`src/rtl/sdr_seq_pkg.sv`:
```
package sdr_seq_pkg;

    typedef enum logic [1:0] {
        CMD_NOP  = 2'd0,
        CMD_PREA = 2'd1,
        CMD_REFA = 2'd2,
        CMD_MRS  = 2'd3
    } cmd_e;

    typedef enum logic [2:0] {
        PH_PWRUP = 3'd0,
        PH_PREA  = 3'd1,
        PH_REF   = 3'd2,
        PH_MRS   = 3'd3,
        PH_RUN   = 3'd4
    } phase_e;

    typedef struct packed {
        logic cs_n;
        logic ras_n;
        logic cas_n;
        logic we_n;
    } pins_t;

    // Pin levels for each command, chip selected
    function automatic pins_t encode(cmd_e c);
        pins_t p;
        p.cs_n = 1'b0;
        case (c)
            CMD_PREA: {p.ras_n, p.cas_n, p.we_n} = 3'b010;
            CMD_REFA: {p.ras_n, p.cas_n, p.we_n} = 3'b001;
            CMD_MRS:  {p.ras_n, p.cas_n, p.we_n} = 3'b000;
            default:  {p.ras_n, p.cas_n, p.we_n} = 3'b111;
        endcase
        return p;
    endfunction

    // Round a delay up to whole clock cycles, at least one
    function automatic int ns_to_cyc(int ns, int clk_ps);
        int c;
        c = (ns * 1000 + clk_ps - 1) / clk_ps;
        return (c < 1) ? 1 : c;
    endfunction

    function automatic int max2(int a, int b);
        return (a > b) ? a : b;
    endfunction

endpackage

```
`src/rtl/sdr_init_fsm.sv`:
```
module sdr_init_fsm
    import sdr_seq_pkg::*;
#(
    parameter int PWR_CYC = 50000,
    parameter int RP_CYC  = 2,
    parameter int RC_CYC  = 7,
    parameter int RSC_CYC = 2,
    parameter int N_REF   = 8
) (
    input  logic clk,
    input  logic rst,
    output cmd_e cmd,
    output logic done
);
    localparam int MAXC  = max2(max2(PWR_CYC, RP_CYC), max2(RC_CYC, RSC_CYC));
    localparam int CNT_W = $clog2(MAXC + 1);
    localparam int REF_W = $clog2(N_REF + 1);

    phase_e            ph;
    logic [CNT_W-1:0]  cnt;
    logic [REF_W-1:0]  left;
    logic              cnt_zero;

    assign cnt_zero = (cnt == '0);

    always_ff @(posedge clk) begin
        if (rst) begin
            ph   <= PH_PWRUP;
            cnt  <= CNT_W'(PWR_CYC - 1);
            left <= '0;
            cmd  <= CMD_NOP;
            done <= 1'b0;
        end else begin
            cmd <= CMD_NOP;
            case (ph)
                PH_PWRUP: begin
                    if (cnt_zero) begin
                        ph  <= PH_PREA;
                        cnt <= CNT_W'(RP_CYC - 1);
                        cmd <= CMD_PREA;
                    end else cnt <= cnt - CNT_W'(1);
                end
                PH_PREA: begin
                    if (cnt_zero) begin
                        ph   <= PH_REF;
                        cnt  <= CNT_W'(RC_CYC - 1);
                        left <= REF_W'(N_REF - 1);
                        cmd  <= CMD_REFA;
                    end else cnt <= cnt - CNT_W'(1);
                end
                PH_REF: begin
                    if (cnt_zero) begin
                        if (left != '0) begin
                            cnt  <= CNT_W'(RC_CYC - 1);
                            left <= left - REF_W'(1);
                            cmd  <= CMD_REFA;
                        end else begin
                            ph  <= PH_MRS;
                            cnt <= CNT_W'(RSC_CYC - 1);
                            cmd <= CMD_MRS;
                        end
                    end else cnt <= cnt - CNT_W'(1);
                end
                PH_MRS: begin
                    if (cnt_zero) begin
                        ph   <= PH_RUN;
                        done <= 1'b1;
                    end else cnt <= cnt - CNT_W'(1);
                end
                PH_RUN: ;
                default: ph <= PH_PWRUP;
            endcase
        end
    end

    // ready never drops once raised
    p_done_sticky_r6: assert property (@(posedge clk) disable iff (rst)
        done |=> done);

    // ready comes only out of the mode-load phase
    p_done_after_mrs_r6: assert property (@(posedge clk) disable iff (rst)
        $rose(done) |-> $past(ph) == PH_MRS);

    // precharge-all only leaves the quiet period
    p_prea_from_wait_r3: assert property (@(posedge clk) disable iff (rst)
        (cmd == CMD_PREA) |-> ph == PH_PREA);

endmodule

```
`src/rtl/sdr_refresh_sched.sv`:
```
module sdr_refresh_sched
    import sdr_seq_pkg::*;
#(
    parameter int REFI_CYC = 1563,
    parameter int RC_CYC   = 7,
    parameter int DEBT_MAX = 7
) (
    input  logic clk,
    input  logic rst,
    input  logic en,
    input  logic ack,
    output logic req,
    output logic refa
);
    localparam int TMR_W  = $clog2(REFI_CYC + 1);
    localparam int RC_W   = $clog2(RC_CYC + 1);
    localparam int DEBT_W = $clog2(DEBT_MAX + 1);

    logic [TMR_W-1:0]  tmr;
    logic [RC_W-1:0]   rc;
    logic [DEBT_W-1:0] debt;
    logic              tick;
    logic              grant;

    assign tick  = en && (tmr == '0);
    assign req   = en && (debt != '0) && (rc == '0);
    assign grant = req && ack;

    always_ff @(posedge clk) begin
        if (rst || !en) begin
            tmr <= TMR_W'(REFI_CYC - 1);
        end else if (tmr == '0) begin
            tmr <= TMR_W'(REFI_CYC - 1);
        end else begin
            tmr <= tmr - TMR_W'(1);
        end
    end

    always_ff @(posedge clk) begin
        if (rst) begin
            debt <= '0;
            rc   <= '0;
            refa <= 1'b0;
        end else begin
            refa <= grant;
            if (tick && !grant) begin
                if (debt != DEBT_W'(DEBT_MAX)) debt <= debt + DEBT_W'(1);
            end else if (grant && !tick) begin
                debt <= debt - DEBT_W'(1);
            end
            if (grant)          rc <= RC_W'(RC_CYC - 1);
            else if (rc != '0)  rc <= rc - RC_W'(1);
        end
    end

    // debt never passes its cap
    p_no_overflow_r10: assert property (@(posedge clk) disable iff (rst)
        debt <= DEBT_W'(DEBT_MAX));

    // every refresh pulse traces back to a granted request
    p_refa_granted_r8: assert property (@(posedge clk) disable iff (rst)
        refa |-> $past(req && ack));

    // no request right after a refresh
    p_rc_lockout_r9: assert property (@(posedge clk) disable iff (rst)
        refa |-> !req);

endmodule

```
`src/rtl/sdr_pin_drive.sv`:
```
module sdr_pin_drive
    import sdr_seq_pkg::*;
#(
    parameter int DQM_W      = 8,
    parameter int MODE_W     = 10,
    parameter int MODE_VALUE = 'h032
) (
    input  cmd_e              init_cmd,
    input  logic              refa,
    input  logic              done,
    output logic              cke,
    output logic              cs_n,
    output logic              ras_n,
    output logic              cas_n,
    output logic              we_n,
    output logic              a10,
    output logic [MODE_W-1:0] mode_bits,
    output logic [DQM_W-1:0]  dqm
);
    cmd_e  sel;
    pins_t p;

    always_comb begin
        if (done) sel = refa ? CMD_REFA : CMD_NOP;
        else      sel = init_cmd;
        p         = encode(sel);
        cs_n      = p.cs_n;
        ras_n     = p.ras_n;
        cas_n     = p.cas_n;
        we_n      = p.we_n;
        a10       = (sel == CMD_PREA);
        mode_bits = (sel == CMD_MRS) ? MODE_W'(MODE_VALUE) : '0;
        dqm       = done ? '0 : '1;
        cke       = 1'b1;
    end

endmodule

```
`src/rtl/sdr_init_refresh.sv`:
```
module sdr_init_refresh
    import sdr_seq_pkg::*;
#(
    parameter int T_CK_PS    = 10000,
    parameter int T_PWRUP_NS = 500000,
    parameter int T_RP_NS    = 20,
    parameter int T_RC_NS    = 70,
    parameter int T_RSC_NS   = 20,
    parameter int T_REFI_NS  = 15625,
    parameter int N_INIT_REF = 8,
    parameter int DEBT_MAX   = 7,
    parameter int DQM_W      = 8,
    parameter int MODE_W     = 10,
    parameter int MODE_VALUE = 'h032
) (
    input  logic              clk,
    input  logic              rst,
    input  logic              ref_ack,
    output logic              ref_req,
    output logic              init_done,
    output logic              cke,
    output logic              cs_n,
    output logic              ras_n,
    output logic              cas_n,
    output logic              we_n,
    output logic              a10,
    output logic [MODE_W-1:0] mode_bits,
    output logic [DQM_W-1:0]  dqm
);
    localparam int PWR_CYC  = ns_to_cyc(T_PWRUP_NS, T_CK_PS);
    localparam int RP_CYC   = ns_to_cyc(T_RP_NS,    T_CK_PS);
    localparam int RC_CYC   = ns_to_cyc(T_RC_NS,    T_CK_PS);
    localparam int RSC_CYC  = ns_to_cyc(T_RSC_NS,   T_CK_PS);
    localparam int REFI_CYC = ns_to_cyc(T_REFI_NS,  T_CK_PS);

    cmd_e init_cmd;
    logic refa;

    sdr_init_fsm #(
        .PWR_CYC(PWR_CYC), .RP_CYC(RP_CYC), .RC_CYC(RC_CYC),
        .RSC_CYC(RSC_CYC), .N_REF(N_INIT_REF)
    ) u_init (
        .clk(clk), .rst(rst), .cmd(init_cmd), .done(init_done)
    );

    sdr_refresh_sched #(
        .REFI_CYC(REFI_CYC), .RC_CYC(RC_CYC), .DEBT_MAX(DEBT_MAX)
    ) u_sched (
        .clk(clk), .rst(rst), .en(init_done), .ack(ref_ack),
        .req(ref_req), .refa(refa)
    );

    sdr_pin_drive #(
        .DQM_W(DQM_W), .MODE_W(MODE_W), .MODE_VALUE(MODE_VALUE)
    ) u_pins (
        .init_cmd(init_cmd), .refa(refa), .done(init_done),
        .cke(cke), .cs_n(cs_n), .ras_n(ras_n), .cas_n(cas_n), .we_n(we_n),
        .a10(a10), .mode_bits(mode_bits), .dqm(dqm)
    );

    // clock enable stays high throughout
    p_cke_high_r1: assert property (@(posedge clk) disable iff (rst)
        cke);

    // masks stay high until ready
    p_dqm_masked_r1: assert property (@(posedge clk) disable iff (rst)
        !init_done |-> (dqm == '1));

    // no refresh request during bring-up
    p_no_early_req_r8: assert property (@(posedge clk) disable iff (rst)
        !init_done |-> !ref_req);

    // a precharge on the pins always selects all banks
    p_prea_all_r3: assert property (@(posedge clk) disable iff (rst)
        (!cs_n && !ras_n && cas_n && !we_n) |-> a10);

    // a refresh after ready only follows a request seen with an acknowledge
    p_run_refa_r8: assert property (@(posedge clk) disable iff (rst)
        (init_done && $past(init_done) && !ras_n && !cas_n && we_n)
        |-> $past(ref_req && ref_ack));

endmodule

```
`config.mk`:
```
export PLATFORM = sky130hd
export DESIGN_NAME = sdr_init_refresh
export DESIGN_NICKNAME = d
export VERILOG_FILES = /design/src/rtl/sdr_seq_pkg.sv /design/src/rtl/sdr_init_fsm.sv /design/src/rtl/sdr_refresh_sched.sv /design/src/rtl/sdr_pin_drive.sv /design/src/rtl/sdr_init_refresh.sv
export SDC_FILE = /design/constraint.sdc
export NUM_CORES = 1
export LEC_CHECK = 0
export ABC_AREA = 1
export BUFFER_PORTS_ARGS = -buffer_cell sky130_fd_sc_hd__buf_2
export CORE_AREA = 3 3 73 75
export DETAILED_ROUTE_END_ITERATION = 7
export DIE_AREA = 0 0 76 78
export PLACE_DENSITY = 0.78
export SLEW_MARGIN = 20
export SYNTH_ARGS = -nofsm -noshare
export SYNTH_HDL_FRONTEND = slang
export SYNTH_HIERARCHICAL = 1
export SYNTH_SLANG_ARGS = --single-unit
```
`constraint.sdc`:
```
create_clock -name clk -period 2.4 [get_ports clk]
set_input_delay 0.12 -clock clk [delete_from_list [all_inputs] [get_ports clk]]
set_output_delay 0.12 -clock clk [all_outputs]
set_load 0.005 [all_outputs]
```
==> results by group <==
Worst setup path
  – Classification of the worst setup path: flop to flop
  – Startpoint type of the worst setup path: flop
  – Worst reg-to-reg setup slack: 370 ps
  – Endpoint class of the critical path: flop
  – Termination of the worst setup path: u_sched/debt[2]$_SDFFE_PP0P_
  – Max Fanout on Critical Path: 5
  – Required time worst endpoint: approximately 2600 ps
  – Reg-to-reg critical path startpoint: u_sched/tmr[0]$_SDFF_PP0_
  – Critical Path AT: roughly 2200 ps
  – Depth of the worst register-to-register path: 14
  – Terminus of the critical flop-to-flop path: u_sched/debt[2]$_SDFFE_PP0P_
  – Timing startpoint of the critical path: u_sched/tmr[0]$_SDFF_PP0_

Synthesis
  – #FFs+latches synth: 44
  – Synthesized area per cell: 6.81 µm²
  – Post-synth top flop: sky130_fd_sc_hd__dfxtp_1
  – Share of flip-flops with an asynchronous set or reset after synthesis: 0
  – Sequential share of the synthesized area: 0.317
  – Number of enable-type register cells in the synthesized netlist: 0
  – Yosys warning count: 6
  – Cell Area, Synth: between 2000 and 3000 µm²
  – Unique masters post-synth: 39
  – Cells after Synth: between 400 and 500

Power
  – Power Dens Cells: ~580 nW/µm²
  – Leakage power: about 0.0013 µW
  – Post-layout power: roughly 1700 µW
  – Maximum vdd ir drop: 0.464 mV

Detailed routing
  – Routed wirelength normalized by instance count: 10.8 µm
  – Post-detailed-routing wire length: about 5300 µm
  – Antenna-violating nets left: 0
  – Overall via count from detail_route: between 2,000 and 2,500
  – Iteration-0 DRC Markers: around 130
  – DR vias/cell: approximately 5
  – Total DRC errors in the routed layout: 0
  – Detailed-router iteration count before antenna repair: 4

CTS
  – TritonCTS clock tree: done
  – Root buf cell: sky130_fd_sc_hd__clkbuf_8
  – Inserted Clock Buffers: 5
  – Post-cts repair resize count: 0
  – Source-to-sink clock delay at the later pin of the worst-skew pair: approximately 290 ps
  – Clock transition at the registers of the reported paths: 80 ps
  – Sink Count: between 40 and 50
  – Maximum level of the CTS H-tree: 2
  – Count of hold buffers inserted by post-cts repair: 0
  – Maximum number of buffers from clock root to sink: 2
  – Post-CTS setup buffer count: 0

Global routing
  – First-pass GRT wire length: about 9300 µm
  – Grt total ovfl: 0
  – Vias in the first global route: about 2,300
  – Pin count of the biggest net entering global routing: 23
  – Total global-route track usage: 0.188
  – Number of antenna violations at the first check in global routing: 0

Worst hold path
  – Type of the tightest min-delay check: input port to flop
  – Number of cells traversed by the worst hold path: 3

STA
  – Worst Clk Skew: between 7 and 8 ps
  – Sum of negative setup slack: 0 ps
  – Count of endpoints failing hold in the final timing report: 0
  – Max Slew Vio Count: 0
  – Final setup violation count: 0
  – Fmax achieved: between 400 and 500 MHz
  – Final clock period utilization by the worst path: 0.846
  – Post-layout min period: between 2000 and 2500 ps
  – RSZ-0062 raised after global routing: false

Floorplan
  – Starting density of the core: 0.588
  – Die Ht: a little under 80 µm
  – Core footprint: ~4700 µm²
  – Num ports: 29
  – Die area: 5930 µm²
  – Number of cell rows: 25
  – Chip Width: 76 µm

Placement
  – Detailed Place HPWL: ~4000 µm
  – Weighted congestion reported at the end of routability-driven placement: slightly above 0.8
  – Number of placed instances, taps included: ~480
  – IO Port Bufs: 19

Cells and area
  – Commonest cells after routing, fill and taps aside: 73 x sky130_fd_sc_hd__nand2_1, 61 x sky130_fd_sc_hd__inv_1, 44 x sky130_fd_sc_hd__nor2_1, 44 x sky130_fd_sc_hd__dfxtp_1, 35 x sky130_fd_sc_hd__nand3_1
  – Final net count: 429
  – Layout cells sized above 1: 0.174
  – Filler-free cell count of the finished design: slightly below 500
  – Area growth from synthesis to final layout: 4.96%
  – Most common cell after layout, fill and taps aside: sky130_fd_sc_hd__nand2_1
  – Antenna Diode Count: 0
  – Number of filler cells placed in the layout: 459

Status
  – Run status: completed

Flow run
  – Max-cap check violation count: 0
-- flip-flops by register name, indices dropped and copies added (netlist names) --
name and flops:
u_sched/debt 3, u_sched/refa 1, u_init/done 1, u_init/left 4
u_sched/rc 3, u_sched/tmr 11, u_init/cnt 16, u_init/ph 3
u_init/cmd 2
-- how the worst min path moves through the flow --
stage | from | endpoint | slack [ps]
after global routing | ref_ack | u_sched/refa$_SDFF_PP0_ | 150
final | ref_ack | u_sched/refa$_SDFF_PP0_ | 140
after floorplan | rst | u_sched/refa$_SDFF_PP0_ | 190
after detailed placement | u_sched/tmr[0]$_SDFF_PP0_ | u_sched/tmr[0]$_SDFF_PP0_ | 450
after CTS | ref_ack | u_sched/refa$_SDFF_PP0_ | 130
after global placement | u_sched/tmr[0]$_SDFF_PP0_ | u_sched/tmr[0]$_SDFF_PP0_ | 440
-- cell type report --
cell class	instances	area, µm²	share of cell area
Sequential cell	44	881	0.302
Clock inverter	1	7.51	0.00258
Clock buffer	7	86.3	0.0296
Inverter	74	280	0.0961
Multi-Input combinational cell	275	1480	0.508
Timing Repair Buffer	19	95.1	0.0326
Tap cell	67	83.8	0.0288
-- logic make-up after synthesis --
family          after synthesis  synth area share
other cells                   2           0.00270
buf+inv                      96             0.159
flops                        44             0.317
compound gates               51            0.0987
simple gates                201             0.366
xor+xnor                      7            0.0221
fa+ha+maj                     7            0.0342
-- metal layers --
metal	global-route usage	routed length, µm	vias up	part of all wire
met5	0	0	-	0
met4	0.0525	65	0	0.012
met3	0.0452	152	6	0.029
met2	0.349	2730	31	0.52
met1	0.215	2330	1112	0.44
li1	-	-	1277	-
-- per-stage QoR --
| step | util | cell area (µm²) | hold WS [ps] | setup slack [ps] |
|---|---|---|---|---|
| 2_1_floorplan | - | 2800 | 192 | 539 |
| 3_3_place_gp | 0.597 | 2820 | 438 | 472 |
| 3_5_place_dp | 0.597 | 2820 | 448 | 383 |
| 4_1_cts | 0.617 | 2920 | 131 | 367 |
| 5_1_grt | 0.617 | 2920 | 151 | 186 |
| 6_report | 0.617 | 2920 | 138 | 371 |
-- where the power goes --
group          switching, µW  internal [µW]
Combinational            233            153
Sequential              48.1            786
Clock                    251            234
-- synth_stat cells, types with 2 or more instances --
cell | count | share of area
sky130_fd_sc_hd__nor2_1 | 44 | 0.059
sky130_fd_sc_hd__nand3_4 | 3 | 0.019
sky130_fd_sc_hd__dfxtp_1 | 44 | 0.32
sky130_fd_sc_hd__conb_1 | 2 | 0.0027
sky130_fd_sc_hd__nand2_2 | 10 | 0.023
sky130_fd_sc_hd__o21ai_1 | 9 | 0.016
sky130_fd_sc_hd__nor2_4 | 5 | 0.020
sky130_fd_sc_hd__clkbuf_1 | 2 | 0.0027
sky130_fd_sc_hd__o21ai_0 | 13 | 0.023
sky130_fd_sc_hd__xnor2_1 | 3 | 0.0095
sky130_fd_sc_hd__nand4_1 | 8 | 0.018
sky130_fd_sc_hd__o211ai_1 | 2 | 0.0054
sky130_fd_sc_hd__ha_1 | 6 | 0.027
sky130_fd_sc_hd__buf_4 | 19 | 0.051
sky130_fd_sc_hd__nand2_4 | 2 | 0.0081
sky130_fd_sc_hd__xor2_1 | 4 | 0.013
sky130_fd_sc_hd__nor2_2 | 8 | 0.018
sky130_fd_sc_hd__nand2_1 | 73 | 0.099
sky130_fd_sc_hd__inv_2 | 11 | 0.015
sky130_fd_sc_hd__nor3_1 | 6 | 0.011
sky130_fd_sc_hd__nand3_1 | 35 | 0.063
sky130_fd_sc_hd__a21oi_1 | 22 | 0.040
sky130_fd_sc_hd__inv_1 | 61 | 0.082
-- critical path, stage by stage, from the launching register on --
cell                      delay [ps]
sky130_fd_sc_hd__dfxtp_1         340
sky130_fd_sc_hd__inv_1            90
sky130_fd_sc_hd__ha_1            190
sky130_fd_sc_hd__inv_1            60
sky130_fd_sc_hd__nor2_2          120
sky130_fd_sc_hd__nand3_4         100
sky130_fd_sc_hd__nor2_8          140
sky130_fd_sc_hd__nand3_1         100
sky130_fd_sc_hd__fa_1            400
sky130_fd_sc_hd__nand2_1          80
sky130_fd_sc_hd__inv_1            30
sky130_fd_sc_hd__nand4_1          90
sky130_fd_sc_hd__nand3_1          80
sky130_fd_sc_hd__nand2_1          70
sky130_fd_sc_hd__nor2_1           40
Note: power is estimated with default switching activity, not from simulation.
